File: src/rtl/sram_ctrl_pkg.sv
package sram_ctrl_pkg;

  typedef enum logic [2:0] {
    PH_IDLE    = 3'd0,
    PH_WSETUP  = 3'd1,
    PH_WPULSE  = 3'd2,
    PH_WHOLD   = 3'd3,
    PH_RACCESS = 3'd4
  } phase_e;

  // Any phase length below one cycle is raised to one.
  function automatic int unsigned at_least_one(int unsigned v);
    return (v < 1) ? 1 : v;
  endfunction

  function automatic int unsigned cnt_bits(int unsigned v);
    return (v < 2) ? 1 : $clog2(v);
  endfunction

  function automatic int unsigned max4(int unsigned a, int unsigned b,
                                       int unsigned c, int unsigned d);
    int unsigned m;
    m = a;
    if (b > m) m = b;
    if (c > m) m = c;
    if (d > m) m = d;
    return m;
  endfunction

endpackage

File: src/rtl/sram_phase_timer.sv
module sram_phase_timer import sram_ctrl_pkg::*; #(
  parameter int unsigned MAX_LEN = 4,
  parameter int unsigned CW      = cnt_bits(MAX_LEN)
) (
  input  logic          clk,
  input  logic          rst_n,
  input  logic          load,
  input  logic [CW-1:0] load_remain,
  output logic          expired
);

  logic [CW-1:0] remain_q;

  // Holds the number of cycles left in the current phase, minus one.
  always_ff @(posedge clk or negedge rst_n) begin
    if (!rst_n)
      remain_q <= '0;
    else if (load)
      remain_q <= load_remain;
    else if (remain_q != '0)
      remain_q <= remain_q - 1'b1;
  end

  assign expired = (remain_q == '0);

endmodule

File: src/rtl/sram_req_hold.sv
module sram_req_hold #(
  parameter int unsigned AW = 10,
  parameter int unsigned DW = 16
) (
  input  logic          clk,
  input  logic          rst_n,
  input  logic          capture,
  input  logic [AW-1:0] in_addr,
  input  logic [DW-1:0] in_wdata,
  output logic [AW-1:0] out_addr,
  output logic [DW-1:0] out_wdata
);

  // Address and data stay frozen from acceptance until the next acceptance.
  always_ff @(posedge clk or negedge rst_n) begin
    if (!rst_n) begin
      out_addr  <= '0;
      out_wdata <= '0;
    end else if (capture) begin
      out_addr  <= in_addr;
      out_wdata <= in_wdata;
    end
  end

endmodule

File: src/rtl/sram_pin_drive.sv
module sram_pin_drive import sram_ctrl_pkg::*; (
  input  logic   clk,
  input  logic   rst_n,
  input  phase_e phase_nxt,
  output logic   cs_n,
  output logic   we_n,
  output logic   oe_n,
  output logic   dq_oe
);

  // Strobes come straight from flops decoded from the next phase, so the
  // RAM never sees a decode glitch on a latch enable.
  always_ff @(posedge clk or negedge rst_n) begin
    if (!rst_n) begin
      cs_n  <= 1'b1;
      we_n  <= 1'b1;
      oe_n  <= 1'b1;
      dq_oe <= 1'b0;
    end else begin
      cs_n  <= !((phase_nxt == PH_WPULSE) || (phase_nxt == PH_RACCESS));
      we_n  <= (phase_nxt != PH_WPULSE);
      oe_n  <= (phase_nxt != PH_RACCESS);
      dq_oe <= (phase_nxt == PH_WSETUP) || (phase_nxt == PH_WPULSE) ||
               (phase_nxt == PH_WHOLD);
    end
  end

endmodule

File: src/rtl/sram_cycle_ctrl.sv
module sram_cycle_ctrl import sram_ctrl_pkg::*; #(
  parameter int unsigned AW     = 10,
  parameter int unsigned DW     = 16,
  parameter int unsigned T_ASU  = 1,
  parameter int unsigned T_WP   = 2,
  parameter int unsigned T_HOLD = 1,
  parameter int unsigned T_ACC  = 2
) (
  input  logic          clk,
  input  logic          rst_n,
  input  logic          req_valid,
  output logic          req_ready,
  input  logic          req_write,
  input  logic [AW-1:0] req_addr,
  input  logic [DW-1:0] req_wdata,
  output logic          rsp_valid,
  output logic [DW-1:0] rsp_rdata,
  output logic [AW-1:0] mem_addr,
  output logic [DW-1:0] mem_dq_o,
  output logic          mem_dq_oe,
  input  logic [DW-1:0] mem_dq_i,
  output logic          mem_cs_n,
  output logic          mem_we_n,
  output logic          mem_oe_n
);

  localparam int unsigned PH_ASU  = at_least_one(T_ASU);
  localparam int unsigned PH_WP   = at_least_one(T_WP);
  localparam int unsigned PH_HOLD = at_least_one(T_HOLD);
  localparam int unsigned PH_ACC  = at_least_one(T_ACC);
  localparam int unsigned MAX_LEN = max4(PH_ASU, PH_WP, PH_HOLD, PH_ACC);
  localparam int unsigned CW      = cnt_bits(MAX_LEN);

  localparam logic [CW-1:0] REM_ASU  = CW'(PH_ASU - 1);
  localparam logic [CW-1:0] REM_WP   = CW'(PH_WP - 1);
  localparam logic [CW-1:0] REM_HOLD = CW'(PH_HOLD - 1);
  localparam logic [CW-1:0] REM_ACC  = CW'(PH_ACC - 1);

  phase_e        phase_q, phase_d;
  logic          tmr_load;
  logic [CW-1:0] tmr_remain;
  logic          tmr_expired;
  logic          accept;
  logic          finish;
  logic          grab_read;

  // Next-phase logic. The timer is reloaded on every phase entry.
  always_comb begin
    phase_d    = phase_q;
    tmr_load   = 1'b0;
    tmr_remain = '0;
    accept     = 1'b0;
    finish     = 1'b0;
    grab_read  = 1'b0;
    unique case (phase_q)
      PH_IDLE: begin
        if (req_valid) begin
          accept   = 1'b1;
          tmr_load = 1'b1;
          if (req_write) begin
            phase_d    = PH_WSETUP;
            tmr_remain = REM_ASU;
          end else begin
            phase_d    = PH_RACCESS;
            tmr_remain = REM_ACC;
          end
        end
      end
      PH_WSETUP: begin
        if (tmr_expired) begin
          phase_d    = PH_WPULSE;
          tmr_load   = 1'b1;
          tmr_remain = REM_WP;
        end
      end
      PH_WPULSE: begin
        if (tmr_expired) begin
          phase_d    = PH_WHOLD;
          tmr_load   = 1'b1;
          tmr_remain = REM_HOLD;
        end
      end
      PH_WHOLD: begin
        if (tmr_expired) begin
          phase_d = PH_IDLE;
          finish  = 1'b1;
        end
      end
      PH_RACCESS: begin
        if (tmr_expired) begin
          phase_d   = PH_IDLE;
          finish    = 1'b1;
          grab_read = 1'b1;
        end
      end
      default: phase_d = PH_IDLE;
    endcase
  end

  always_ff @(posedge clk or negedge rst_n) begin
    if (!rst_n)
      phase_q <= PH_IDLE;
    else
      phase_q <= phase_d;
  end

  assign req_ready = (phase_q == PH_IDLE);

  sram_phase_timer #(
    .MAX_LEN (MAX_LEN),
    .CW      (CW)
  ) timer_i (
    .clk         (clk),
    .rst_n       (rst_n),
    .load        (tmr_load),
    .load_remain (tmr_remain),
    .expired     (tmr_expired)
  );

  sram_req_hold #(
    .AW (AW),
    .DW (DW)
  ) hold_i (
    .clk       (clk),
    .rst_n     (rst_n),
    .capture   (accept),
    .in_addr   (req_addr),
    .in_wdata  (req_wdata),
    .out_addr  (mem_addr),
    .out_wdata (mem_dq_o)
  );

  sram_pin_drive pins_i (
    .clk       (clk),
    .rst_n     (rst_n),
    .phase_nxt (phase_d),
    .cs_n      (mem_cs_n),
    .we_n      (mem_we_n),
    .oe_n      (mem_oe_n),
    .dq_oe     (mem_dq_oe)
  );

  // Read data is captured at the edge that closes the access phase.
  always_ff @(posedge clk or negedge rst_n) begin
    if (!rst_n) begin
      rsp_valid <= 1'b0;
      rsp_rdata <= '0;
    end else begin
      rsp_valid <= finish;
      if (grab_read)
        rsp_rdata <= mem_dq_i;
    end
  end

endmodule

File: config.mk
export PLATFORM = sky130hd
export DESIGN_NAME = sram_cycle_ctrl
export DESIGN_NICKNAME = d
export VERILOG_FILES = /design/src/rtl/sram_ctrl_pkg.sv /design/src/rtl/sram_phase_timer.sv /design/src/rtl/sram_req_hold.sv /design/src/rtl/sram_pin_drive.sv /design/src/rtl/sram_cycle_ctrl.sv
export SDC_FILE = /design/constraint.sdc
export NUM_CORES = 1
export LEC_CHECK = 0
export ABC_AREA = 1
export BUFFER_PORTS_ARGS = -buffer_cell sky130_fd_sc_hd__clkbuf_2
export CAP_MARGIN = 20
export CORE_MARGIN = 2
export CORE_UTILIZATION = 52
export CTS_BUF_LIST = sky130_fd_sc_hd__clkbuf_4
export DETAILED_ROUTE_END_ITERATION = 10
export GPL_ROUTABILITY_DRIVEN = 0
export HOLD_SLACK_MARGIN = 0.02
export PLACE_DENSITY = 0.87
export SYNTH_ARGS = -nofsm -noshare
export SYNTH_HDL_FRONTEND = slang
export SYNTH_HIERARCHICAL = 1
export SYNTH_SLANG_ARGS = --single-unit
File: constraint.sdc
create_clock -name clk -period 3.25 [get_ports clk]
set_input_delay 0.325 -clock clk [delete_from_list [all_inputs] [get_ports clk]]
set_output_delay 0.325 -clock clk [all_outputs]
set_load 0.05 [all_outputs]
Word-level counts from Yosys, hierarchy flattened. Cells that the tools add are included.

Reduce and logical (&&, ||, !) cells: 7. Muxes and demuxes: 17. Add/sub/neg operators: 1. Eq/ne operators: 10.

Operators by type and width (number): $mux 3 (5); $eq 3x2->1 const B (4); $pmux 3 s4 (1); $mux 1 (9); $eq 3x1->1 const B (2); $eq 3x3->1 const B (2); $pmux 1 s2 (2); $reduce_or 2->1 (2); $logic_not 3->1 (1); $logic_or 1x1->1 (3); $ne 3x2->1 const B (1); $ne 3x3->1 const B (1); $logic_not 1->1 (1); $sub 1x1->1 const B (1).

Word-level logic and storage cells: 45. Bits in registers: 51. Output and inout bits: 48. Bits of input ports: 46.

Logic depth before layout (Yosys ltp).
Depth in word-level cells: 6. Depth in mapped cells: 10. Mapped depth without buffers: 10.

Cells and area by module. Netlist, hierarchy kept.

By module, submodules not included: sram_req_hold (seq. area each 650.6 sq um, cells an instance 110, area each 1023.5 sq um, instances 1); sram_cycle_ctrl (seq. area each 500.5 sq um, cells an instance 105, area each 957.2 sq um, instances 1); sram_pin_drive (seq. area each 103.8 sq um, cells an instance 14, area each 143.9 sq um, instances 1); sram_phase_timer (seq. area each 25.0 sq um, cells an instance 4, area each 36.3 sq um, instances 1).

Least setup slack after synthesis. OpenSTA, ideal clock, no wires.

Path type: register to register. Start point: register phase_q[1]. End point: register hold_i.out_wdata[10]. Required time: 3.131 ns. Cell stages (with the launch flop): 11. Arrival: 1.570 ns. Path buffers: 2. Library setup time: 0.119 ns. Period minus slack after synthesis: 1.689 ns. Setup slack: 1.561 ns. Cells stage by stage: dfrtp_1 nor2_4 nand2_1 inv_1 nand2_1 inv_1 buf_6 inv_8 buf_8 nand2_1 nand2_1.

Cells in the longest elaborated chain, start to end: 2.

RTL lines: start: declaration (RTL line sram_cycle_ctrl.sv:39) `phase_e phase_q, phase_d;`; start signal: assignment (RTL line sram_cycle_ctrl.sv:104) `phase_q <= phase_d;`; $logic_not 3->1; named net req_ready (RTL line sram_cycle_ctrl.sv:12) `output logic req_ready,`; $mux 1 (RTL line sram_cycle_ctrl.sv:55) `unique case (phase_q)`; named net accept (RTL line sram_cycle_ctrl.sv:43) `logic accept;`; end signal: assignment (RTL line sram_req_hold.sv:21) `out_wdata <= in_wdata;`; end: declaration (RTL line sram_req_hold.sv:11) `output logic [DW-1:0] out_wdata`.

The timed path passes the listed nets, and every way through them passes these cells. A chain may end at the register's enable or synchronous reset.

Worst setup path after layout.
Start point: register phase_q[1]. End point: register hold_i.out_addr[3].

Cells in the longest elaborated chain, start to end: 2.

RTL lines: $logic_not 3->1 (RTL line sram_cycle_ctrl.sv:55); $mux 1 (RTL line sram_cycle_ctrl.sv:55); named net accept (RTL line sram_cycle_ctrl.sv:43); end signal: assignment (RTL line sram_req_hold.sv:20) `out_addr <= in_addr;`; end: declaration (RTL line sram_req_hold.sv:10) `output logic [AW-1:0] out_addr,`.

The timed path passes the listed nets, and every way through them passes these cells.

==> metrics.md <==
| Metric | Value |
|---|---|
| Max_slew headroom | a little over two fifths |
| Syn nets | 279 |
| Layout cell share with drive strength beyond 1 | around 39% |
| # IOs | 94 |
| Number of global-route vias before repair | between 1500 and 2000 |
| Antenna cells | 0 |
| Average cell area after synthesis | about 9.3 um^2 |
| Setup TNS | 0 ps |
| Place WS | 1330 ps |
| Yosys reg bits | 51 |
| Total routed wirelength | 4360 um |
| Syn Std Cell Area | 2160 um^2 |
| PortBufs | 93 |
| Total grt overflow | 0 |
| RSZ-0062 raised after global routing | no |
| Crit path launch type | register |
| Maxcap violations | 0 |
| Vias/cell | approximately 4.7 |
| WS Path Type | reg -> reg |
| CTS tree | yes |
| Core Area | 4000 um^2 |
| Nets@finish | 373 |
| Fin crit period | a little under 2000 ps |
| First-pass iteration count of the detailed router | 4 |
| Worst path max stage delay | 640 ps |
| Hold depth | 3 |
| Crit path to | hold_i/out_addr[3] |
| Gate Count Post-Synth | 233 |
| Die area | 4690 um^2 |
| Sequential share of the synthesized area | about three fifths |
| Final WS setup | ~1300 ps |
| WHS | about 170 ps |
| GRT Overall Usage | 19.3% |
| Achievable Freq | between 500 and 600 MHz |
| Post-CTS sizing | 0 |
| Final Setup Violations | 0 |
| CTS buffer count | 5 |
| CP required | about 3500 ps |
| Crit path top cell by count | nand2_1 |
| R2R depth | 8 |
| Largest net degree at the start of global routing | 34 |
| Worst-case clock buffer depth | 2 |
| Via count | 1761 |
| Clk sink count | 51 |
| Warnings, synthesis | 6 |
| Worst EP arrival | ~2200 ps |
| First-pass GRT wire length | roughly 6700 um |
| Clock slew seen by the registers of the worst setup and hold paths | 140 ps |
| Initial antenna violation count | 0 |
| Worst R2R Setup Slack | approximately 1300 ps |
| Fin. Hold Viols | 0 |
| Row cnt | 23 |
| CP max-delay cell | inv_1 |
| Worst-path fanout max | 27 |
| CP Capture Type | register |
| Hpwl dp | ~3300 um |
| Crit. Startpoint | phase_q[1] |
| Status | finished clean |
| Postcts setup bufs | 0 |
| Max H-tree Level | 2 |
| Fin crit share | between 60% and 70% |
| Least-Margin Pin Slew | a little under 900 ps |
| Die Width | 68.5 um |
| Starting DRT DRC Count | 136 |
| Post-synth cell types | 16 |
| Clk Latency, worst-skew pair | roughly 350 ps |
| Die height | just under 70 um |
| Worst R2R End | hold_i/out_addr[3] |
| Worst hold path type | in -> reg |
| CTS root buf | clkbuf_4 |
| DRC viols | 0 |
| Initial core utilization | 54.0% |
| Slew Viols, Final | 0 |
| RR Startpoint | phase_q[1] |
| ANT nets after route | 0 |
| Wire per inst | approximately 12 um |
| CP cell instances | nor2_4 > nand2_1 > inv_1 > nand2_1 > inv_1 > inv_8 > nand2_1 > nand2_1 |
| Layout area overhead | 23.7% |
| Setup Skew | between 10 and 15 ps |
==> critical path: cells and delay by family (launching register included) <==
| family | cells | cell delay [ps] |
|---|---|---|
| and+or+nand+nor | 5 | 490 |
| DFF | 1 | 470 |
| buffers and inverters | 3 | 880 |
==> flip-flops by register name, indices dropped and copies added (netlist names) <==
name,count
rsp_rdata,16
pins_i/dq_oe,1
pins_i/cs_n,1
phase_q,3
pins_i/oe_n,1
pins_i/we_n,1
timer_i/remain_q,1
rsp_valid,1
hold_i/out_wdata,16
hold_i/out_addr,10
==> per-stage QoR <==
| step | area [um^2] | util [%] | cells |
|---|---|---|---|
| after global routing | 2670 | 66.8 | 378 |
| final | 2670 | 66.8 | 378 |
| after global placement | 2610 | 65.2 | 369 |
| after floorplan | 2160 | - | 233 |
| after CTS | 2670 | 66.8 | 378 |
| after detailed placement | 2610 | 65.2 | 369 |
==> cells in the final DEF (no fill, tap or decap), drive strengths merged <==
| cell | n |
|---|---|
| buf | 1 |
| clkbuf | 99 |
| clkinv | 1 |
| clkinvlp | 1 |
| dfrtp | 48 |
| dfstp | 3 |
| dlygate4sd3 | 1 |
| inv | 31 |
| nand2 | 107 |
| nand3 | 8 |
| nand4 | 2 |
| nor2 | 8 |
| o21ai | 18 |
==> metal layers <==
metal	track usage, %	up-vias	share of wire, %	routed length [um]
met5	0	-	0	0
met4	7.75	0	0.87	38
met3	5.43	4	7.5	327
met2	34.3	62	52	2270
met1	21.8	809	39	1720
li1	-	886	-	-
==> Yosys cell counts <==
library cell  number  area, um^2
buf_4              1        7.51
buf_6              6        67.6
buf_8              1        15.0
dfrtp_1           48        1200
dfstp_2            3        78.8
inv_1             30         113
inv_8              1        11.3
nand2_1          102         383
nand2_2            5        31.3
nand3_1            7        35.0
nand3_4            1        17.5
nand4_1            2        12.5
nor2_1             7        26.3
nor2_4             1        11.3
o21ai_0            2        10.0
o21ai_2           16         140
==> worst min path at each step <==
| stage | from | end | slack [ps] |
|---|---|---|---|
| after floorplan | rst_n | hold_i/out_addr[0] | 30 |
| after global placement | rst_n | hold_i/out_addr[5] | 330 |
| after detailed placement | rst_n | hold_i/out_addr[5] | 330 |
| after CTS | req_wdata[8] | hold_i/out_wdata[8] | 150 |
| after global routing | req_addr[4] | hold_i/out_addr[4] | 140 |
| final | req_wdata[8] | hold_i/out_wdata[8] | 170 |
==> cells by family (layout without fill, tap and decap cells) <==
family	count (synthesis)	count (layout)	synth area share (%)
flip-flops	51	51	59.2
buffers and inverters	39	134	9.90
AND/OR/NAND/NOR	125	125	23.9
AO/OA/AOI/OAI	18	18	6.95
==> final cells by class <==
class,count,area [um^2]
timing repair buffer,95,483
inverter,31,124
multi-input combinational,143,667
sequential,51,1280
fill,341,1330
tap,50,62.6
clock inverter,2,12.5
clock buffer,6,45.0
==> what timing repair did <==
| action | in CTS | in global routing |
|---|---|---|
| endpoints found under the hold margin | 21 | 0 |
| hold buffers | 1 | 0 |
| setup endpoints to repair | 0 | 0 |
Power is left out: the tool's default activity adds up to more than one toggle a clock period on the data nets, which glitch-free logic cannot reach.
